===== src/rtl/frc_dither_pkg.sv =====
package frc_dither_pkg;
  localparam int unsigned LEVEL_W    = 4;
  localparam int unsigned NUM_LEVELS = 1 << LEVEL_W;
  localparam int unsigned PAT_W      = NUM_LEVELS;
  localparam int unsigned IDX_W      = $clog2(PAT_W);

  typedef logic [LEVEL_W-1:0] lvl_t;
  typedef logic [PAT_W-1:0]   pat_t;
  typedef logic [IDX_W-1:0]   idx_t;

  localparam lvl_t LVL_OFF = '0;
  localparam lvl_t LVL_ON  = '1;
endpackage


===== src/rtl/frc_frame_counter.sv =====
module frc_frame_counter
  import frc_dither_pkg::*;
(
  input  logic clk_i,
  input  logic rst_ni,
  input  logic adv_i,
  output idx_t cnt_o
);
  idx_t cnt_q;

  always_ff @(posedge clk_i or negedge rst_ni) begin
    if (!rst_ni)    cnt_q <= '0;
    else if (adv_i) cnt_q <= cnt_q + idx_t'(1);
  end

  assign cnt_o = cnt_q;
endmodule


===== src/rtl/frc_pattern_bank.sv =====
module frc_pattern_bank
  import frc_dither_pkg::*;
(
  input  logic clk_i,
  input  logic rst_ni,
  input  logic we_i,
  input  lvl_t sel_i,
  input  pat_t wdata_i,
  input  logic commit_i,
  input  lvl_t rd_sel_i,
  output pat_t rd_word_o
);
  pat_t stage_q [NUM_LEVELS];
  pat_t act_q   [NUM_LEVELS];

  for (genvar g = 0; g < NUM_LEVELS; g++) begin : g_word
    logic hit;
    assign hit = we_i && (sel_i == lvl_t'(g));

    always_ff @(posedge clk_i or negedge rst_ni) begin
      if (!rst_ni) begin
        stage_q[g] <= '0;
        act_q[g]   <= '0;
      end else begin
        // copy takes the staged word from before any same-cycle write
        if (commit_i) act_q[g]   <= stage_q[g];
        if (hit)      stage_q[g] <= wdata_i;
      end
    end
  end

  assign rd_word_o = act_q[rd_sel_i];
endmodule


===== src/rtl/frc_bit_select.sv =====
module frc_bit_select
  import frc_dither_pkg::*;
(
  input  lvl_t lvl_i,
  input  idx_t x_mod_i,
  input  idx_t cnt_i,
  input  pat_t word_i,
  output logic bit_o
);
  idx_t idx;

  assign idx = cnt_i + x_mod_i;

  always_comb begin
    if (lvl_i == LVL_OFF)     bit_o = 1'b0;
    else if (lvl_i == LVL_ON) bit_o = 1'b1;
    else                      bit_o = word_i[idx];
  end
endmodule


===== src/rtl/frc_dither.sv =====
module frc_dither
  import frc_dither_pkg::*;
#(
  parameter int unsigned X_W = 11
) (
  input  logic           clk_i,
  input  logic           rst_ni,
  input  logic           stn_en_i,
  input  logic           frame_start_i,
  input  logic           pix_vld_i,
  input  logic [LEVEL_W-1:0] pix_lvl_i,
  input  logic [X_W-1:0] pix_x_i,
  input  logic           pat_we_i,
  input  logic [LEVEL_W-1:0] pat_sel_i,
  input  logic [PAT_W-1:0]   pat_wdata_i,
  output logic           vld_o,
  output logic           drv_o
);
  localparam logic [X_W-1:0] X_MOD = X_W'(PAT_W);

  logic commit;
  idx_t frame_cnt;
  idx_t x_mod;
  pat_t word;
  logic sel_bit;
  logic vld_q, drv_q;

  assign commit = frame_start_i && stn_en_i;
  assign x_mod  = idx_t'(pix_x_i % X_MOD);

  frc_frame_counter u_cnt (
    .clk_i (clk_i),
    .rst_ni(rst_ni),
    .adv_i (commit),
    .cnt_o (frame_cnt)
  );

  frc_pattern_bank u_bank (
    .clk_i    (clk_i),
    .rst_ni   (rst_ni),
    .we_i     (pat_we_i),
    .sel_i    (pat_sel_i),
    .wdata_i  (pat_wdata_i),
    .commit_i (commit),
    .rd_sel_i (pix_lvl_i),
    .rd_word_o(word)
  );

  frc_bit_select u_sel (
    .lvl_i  (pix_lvl_i),
    .x_mod_i(x_mod),
    .cnt_i  (frame_cnt),
    .word_i (word),
    .bit_o  (sel_bit)
  );

  always_ff @(posedge clk_i or negedge rst_ni) begin
    if (!rst_ni) begin
      vld_q <= 1'b0;
      drv_q <= 1'b0;
    end else begin
      vld_q <= pix_vld_i;
      drv_q <= pix_vld_i && stn_en_i && sel_bit;
    end
  end

  assign vld_o = vld_q;
  assign drv_o = drv_q;
endmodule


===== config.mk =====
export PLATFORM = sky130hd
export DESIGN_NAME = frc_dither
export DESIGN_NICKNAME = d
export VERILOG_FILES = /design/src/rtl/frc_dither_pkg.sv /design/src/rtl/frc_frame_counter.sv /design/src/rtl/frc_pattern_bank.sv /design/src/rtl/frc_bit_select.sv /design/src/rtl/frc_dither.sv
export SDC_FILE = /design/constraint.sdc
export NUM_CORES = 1
export LEC_CHECK = 0
export ABC_AREA = 1
export BUFFER_PORTS_ARGS = -buffer_cell sky130_fd_sc_hd__buf_4
export CORE_MARGIN = 2
export CORE_UTILIZATION = 55
export CTS_CLUSTER_SIZE = 20
export DETAILED_ROUTE_END_ITERATION = 8
export HOLD_SLACK_MARGIN = 0.1
export PLACE_DENSITY_LB_ADDON = 0.12
export SLEW_MARGIN = 20
export SYNTH_ARGS = -nofsm -noshare
export SYNTH_HDL_FRONTEND = slang
export SYNTH_SLANG_ARGS = --single-unit

===== constraint.sdc =====
create_clock -name clk_i -period 2.5 [get_ports clk_i]
set_clock_uncertainty 0.15 [all_clocks]
set_input_delay 0.75 -clock clk_i [delete_from_list [all_inputs] [get_ports clk_i]]
set_output_delay 0.75 -clock clk_i [all_outputs]
set_load 0.02 [all_outputs]

Yosys cells after proc, flatten, opt, wreduce, memory -nomap -nowiden
Index checks and enable logic that the tools add are counted.
Widths: inputs -> output; s select.
Word-level totals
  flip-flop bits (word level): 518
  input bits: 41
  output and inout bits: 2
  logic and storage cells: 84
Operators by class
  add/subtract/negate cells: 2
  $lt $le $gt $ge: 2
  eq/ne operators: 16
  mux-type cells: 7
  bitwise gates (word level): 1
  reductions and logical operators: 21
Operators with widths (count)
  $bmux 16 s4: 1
  $eq 4x4->1 const B: 9
  $mux 16: 2
  $logic_and 1x1->1: 19
  $eq 4x3->1 const B: 4
  $eq 4x2->1 const B: 2
  $logic_not 4->1: 2
  $ge 5x5->1 const B: 1
  $lt 4x5->1 const B: 1
  $not 4->5: 1
  $add 4x1->4 const B: 1
  $add 4x4->4: 1
  $bmux 1 s4: 1
  $eq 4x1->1 const B: 1
  $mux 1: 3

Longest topological paths before layout
  depth after elaboration: 9
  mapped depth: 15
  depth with buffers taken out: 13

Cells and area by module
Synthesis repeated with hierarchy kept, for this count alone.
Second synthesis, totals
  cells, all modules: 2610
  area, all modules: 22079.9 sq um
By module, submodules not included
  frc_pattern_bank: instances 1, cells each 2510, area each 21448.1 sq um, seq. area each 12812.3 sq um
  frc_bit_select: instances 1, cells each 74, area each 382.9 sq um, seq. area each 0.0 sq um
  frc_frame_counter: instances 1, cells each 19, area each 177.7 sq um, seq. area each 100.1 sq um
  frc_dither: instances 1, cells each 7, area each 71.3 sq um, seq. area each 50.0 sq um

Worst setup path after synthesis
Ideal clock, no wire load.
  path type: input to register
  from: input pix_x_i[0]
  to: register drv_q (netlist: drv_o)
  arrival: 1950 ps
  required time: 2237 ps
  setup slack: 286 ps
  stages: 9
  path buffers: 0
  path through: ha_1 fa_1 inv_1 nand3_1 nand3_1 nand3_1 nand3_1 nand2_1 inv_1
On the way
  cells in the longest elaborated chain, start to end: 6
RTL lines
  start, declared: RTL line frc_dither.sv:12  | input logic [X_W-1:0] pix_x_i,
  $add 4x4->4: RTL line frc_bit_select.sv:12  | assign idx = cnt_i + x_mod_i;
  $bmux 1 s4: RTL line frc_bit_select.sv:17  | else bit_o = word_i[idx];
  $mux 1 (implied by the code): RTL line frc_bit_select.sv:17
  $mux 1: RTL line frc_bit_select.sv:16  | else if (lvl_i == LVL_ON) bit_o = 1'b1;
  $mux 1: RTL line frc_bit_select.sv:15  | if (lvl_i == LVL_OFF) bit_o = 1'b0;
  $logic_and 1x1->1: RTL line frc_dither.sv:63  | drv_q <= pix_vld_i && stn_en_i && sel_bit;
  end signal, assigned: RTL line frc_dither.sv:63
  end, declared: RTL line frc_dither.sv:26  | logic vld_q, drv_q;
Every way passes these cells. The select of a mux whose other input is x is not followed.
A chain may end at the register's enable or synchronous reset.

Final worst setup path
  from: register u_cnt.cnt_q[0] (netlist: u_cnt.cnt_o[0])
  to: register drv_q (netlist: drv_o)
On the way
  cells in the longest elaborated chain, start to end: 6
RTL lines
  start, declared: RTL line frc_frame_counter.sv:9  | idx_t cnt_q;
  start signal, assigned: RTL line frc_frame_counter.sv:13  | else if (adv_i) cnt_q <= cnt_q + idx_t'(1);
  $add 4x4->4: RTL line frc_bit_select.sv:12
  $bmux 1 s4: RTL line frc_bit_select.sv:17
  $mux 1 (implied by the code): RTL line frc_bit_select.sv:17
  $mux 1: RTL line frc_bit_select.sv:16
  $mux 1: RTL line frc_bit_select.sv:15
  $logic_and 1x1->1: RTL line frc_dither.sv:63
Every way passes these cells. The select of a mux whose other input is x is not followed.

==> impl_summary.log <==
INFO  metric rsz0062_at_grt = false
INFO  metric cp-endpoint = drv_o
INFO  metric async_flop_share = 1.000
INFO  metric ys.warnings.count = 0
INFO  metric synth_edf_count = 0
INFO  metric total_power = 23.28 mW
INFO  metric report.final.hold_viol_count = 0
INFO  metric initial_core_util = 0.5545
INFO  metric cp.arrival = between 2000 and 3000 ps
INFO  metric final_worst_setup_slack = 348.7 ps
INFO  metric post-cts-setup-buffers = 0
INFO  metric netlist_instances = 2581
INFO  metric clkTransAtPathRegs = 60 ps
INFO  metric grt_pass1_wl = roughly 95000 um
INFO  metric critical_path_depth = 9
INFO  metric finish.cell_count_without_fillers = 3197
INFO  metric drt.antenna.violating_nets = 0
INFO  metric totalWireLength = 58670 um
INFO  metric syn_avg_cell_area = between 8 and 9 um^2
INFO  metric clock_latency_on_the_worst_skew_pair = approximately 600 ps
INFO  metric critPathRequiredTime = 2890 ps
INFO  metric drt_iter0_markers = 1637
INFO  metric cts-buffers-inserted = 53
INFO  metric synth_sequential_area_ratio = 0.5911
INFO  metric max-cap-violations = 0
INFO  metric worst_setup_path_end_kind = register
INFO  metric r2r_end = drv_o
INFO  metric most_common_cell_after_layout_fill_and_taps_aside = sky130_fd_sc_hd__nand2_1
INFO  metric first_global_vias = 17150
INFO  metric clock_sinks = 518
INFO  metric static-leakage-power = 12.66 nW
INFO  metric report.final.setup_viol = 0
INFO  metric vdd.ir_drop.worst = 599.5 uV
INFO  metric grt_antenna_before_repair = 2
INFO  metric cts_root_buffer = sky130_fd_sc_hd__clkbuf_16
INFO  metric critPathMaxFanout = 4
INFO  metric synth_seq_cells = 518
INFO  metric numPortBuffers = 35
INFO  metric dieWidth = 203.7 um
INFO  metric grt_max_degree = 73
INFO  metric critPathMostFrequentCell = sky130_fd_sc_hd__nand3_1
INFO  metric syn2layout_area_growth = 16.13%
INFO  metric post_route_core_utilization = 0.6440
INFO  metric grt.total_usage = 0.2970
INFO  metric num_rows = 73
INFO  metric number_of_instances_resized_during_post_cts_repair = 0
INFO  metric rr_worst_depth = 9
INFO  metric place.gp.congestion = 0.8549
INFO  metric avgViaCountPerCell = roughly 5.4
INFO  metric vias = 17370
INFO  metric share_of_cells_above_drive_strength_1 = 0.1067
INFO  metric first_pass_iters = 5
INFO  metric critical_path.slowest_cell = sky130_fd_sc_hd__fa_1
INFO  metric slew_violations = 0
INFO  metric detailed_place_hpwl = about 38000 um
INFO  metric timing.max_slew.rel_slack = 0.6797
INFO  metric core_region_area = 39550 um^2
INFO  metric hold_path.class = in -> reg
INFO  metric height_of_the_die = roughly 200 um
INFO  metric detailed_place.area = 23550 um^2
INFO  metric cp.buffers_inverters = 2
INFO  metric worst_setup_path_start_kind = register
INFO  metric status = finished clean
INFO  metric ios = 43
INFO  metric final_nets = 2674
INFO  metric fmax = 0.4648 GHz
INFO  metric layout.cell_area.non_filler = between 20000 and 30000 um^2
INFO  metric cts_buffer_depth = 3
INFO  metric cts_tree = done
INFO  metric drc = 0
INFO  metric path_cells = ha_1 > fa_1 > inv_1 > nand3_1 > nand3_1 > nand3_1 > nand3_1 > nand2_1 > inv_1
INFO  metric htree_levels = 2
INFO  metric timing.critical_path.max_delay_family = adder cells
INFO  metric critical_path.startpoint = u_cnt.cnt_o[0]
INFO  metric cts_hold_buffers_added = 1
INFO  metric power_per_unit_of_standard_cell_area = 914.2 nW/um^2
INFO  metric period_minus_slack = 2151 ps
INFO  metric path_class = reg -> reg
INFO  metric syn-num-nets = 2627
INFO  metric synthesis.area = 21930 um^2
INFO  metric final_min_period_over_clock_period = 0.8605
INFO  metric wl_per_instance = 18.35 um
INFO  metric grt-ovfl-total = 0
INFO  metric r2r_slack = 350 ps
INFO  metric post-place-ws = -92.49 ps
INFO  metric max_stage_delay = 510 ps
INFO  metric synthDistinctLibCells = 27
INFO  metric place.detailed.instances = 3097
INFO  metric commonest_cells_after_routing_fill_and_taps_aside = 863 x sky130_fd_sc_hd__nand2_1, 518 x sky130_fd_sc_hd__dfrtp_1, 450 x sky130_fd_sc_hd__o21ai_0
INFO  metric max_slew.worst_pin.slew = 480.4 ps
INFO  metric ys.flop_type = sky130_fd_sc_hd__dfrtp_1
INFO  metric worstReg2RegStart = u_cnt.cnt_o[0]
INFO  metric overall_die_area = 41490 um^2
cell families after synthesis:
family / Yosys count / synth area share
AO/OA/AOI/OAI: 479 / 0.1161
XOR/XNOR: 6 / 0.002396
adder cells (fa/ha/maj): 5 / 0.003195
buffers and inverters: 381 / 0.07092
flip-flops: 518 / 0.5911
AND/OR/NAND/NOR: 1192 / 0.2163
flip-flops by register name, summed over array words and instances, names as in the netlist:
register        flops
drv_o               1
u_bank.act_q      256
u_bank.stage_q    256
u_cnt.cnt_o         4
vld_o               1
cell usage after synthesis (3+ instances only):
cell type / number / share of area
sky130_fd_sc_hd__buf_1: 10 / 0.0017
sky130_fd_sc_hd__buf_2: 26 / 0.0059
sky130_fd_sc_hd__buf_6: 11 / 0.0056
sky130_fd_sc_hd__clkbuf_1: 124 / 0.021
sky130_fd_sc_hd__dfrtp_1: 518 / 0.59
sky130_fd_sc_hd__ha_1: 4 / 0.0023
sky130_fd_sc_hd__inv_1: 204 / 0.035
sky130_fd_sc_hd__nand2_1: 864 / 0.15
sky130_fd_sc_hd__nand3_1: 176 / 0.040
sky130_fd_sc_hd__nor2_1: 130 / 0.022
sky130_fd_sc_hd__nor3_1: 4 / 0.00091
sky130_fd_sc_hd__o211ai_1: 7 / 0.0024
sky130_fd_sc_hd__o211ai_2: 17 / 0.0097
sky130_fd_sc_hd__o21ai_0: 450 / 0.10
sky130_fd_sc_hd__o21ai_1: 3 / 0.00068
sky130_fd_sc_hd__or2_1: 11 / 0.0031
sky130_fd_sc_hd__or2_2: 6 / 0.0017
sky130_fd_sc_hd__xnor2_1: 5 / 0.0020
power breakdown:
| part | internal, mW | total, mW | switching (mW) | leakage (nW) |
|---|---|---|---|---|
| Clock | 5.18 | 8.50 | 3.32 | 0.935 |
| Combinational | 1.49 | 3.82 | 2.33 | 5.18 |
| Sequential | 10.1 | 11.0 | 0.829 | 6.55 |
| Total | 16.8 | 23.3 | 6.48 | 12.7 |
worst reg2reg max path, cell delays in order (launching register included):
cell                      delay, ps
sky130_fd_sc_hd__dfrtp_1        420
sky130_fd_sc_hd__ha_1           230
sky130_fd_sc_hd__fa_1           510
sky130_fd_sc_hd__inv_1          220
sky130_fd_sc_hd__nand3_1        160
sky130_fd_sc_hd__nand3_1        110
sky130_fd_sc_hd__nand3_1         90
sky130_fd_sc_hd__nand3_1        100
sky130_fd_sc_hd__nand2_1         50
sky130_fd_sc_hd__inv_1           50
how the worst min path moves through the flow:
stage	from	endpoint	slack (ps)	cells past startpoint
3_3_place_gp	u_bank.stage_q[184]	u_bank.act_q[184]	300	2
6_report	pix_vld_i	vld_o	170	1
4_1_cts	pix_vld_i	vld_o	150	1
5_1_grt	pix_vld_i	vld_o	150	1
2_1_floorplan	u_bank.act_q[117]	u_bank.act_q[117]	290	2
3_5_place_dp	u_bank.stage_q[103]	u_bank.act_q[103]	300	2
final cells by class:
class / instances / area, um^2
Tap cell: 525 / 656.9
Clock inverter: 19 / 289.0
Antenna cell: 1 / 2.502
Sequential cell: 518 / 12960
Timing Repair Buffer: 165 / 1712
Inverter: 208 / 793.3
Multi-Input combinational cell: 1682 / 7438
Clock buffer: 79 / 1615
Fill cell: 3332 / 14080
layer usage:
| layer | routed length [um] | vias up | track usage | share of wire |
|---|---|---|---|---|
| met5 | 16 | - | 0 | 0.00027 |
| met4 | 1925 | 2 | 0.1077 | 0.033 |
| met3 | 3413 | 131 | 0.04298 | 0.058 |
| met2 | 27270 | 483 | 0.4750 | 0.46 |
| met1 | 26050 | 8495 | 0.4163 | 0.44 |
| li1 | - | 8260 | - | - |
stage by stage:
stage	hold slack, ps	TNS, ps
after global routing	151.7	0
after floorplan	290.8	0
after global placement	299.2	-97.68
after CTS	145.5	0
after detailed placement	301.6	-92.49
final	167.0	0
Power figures use the tool's default switching activity.
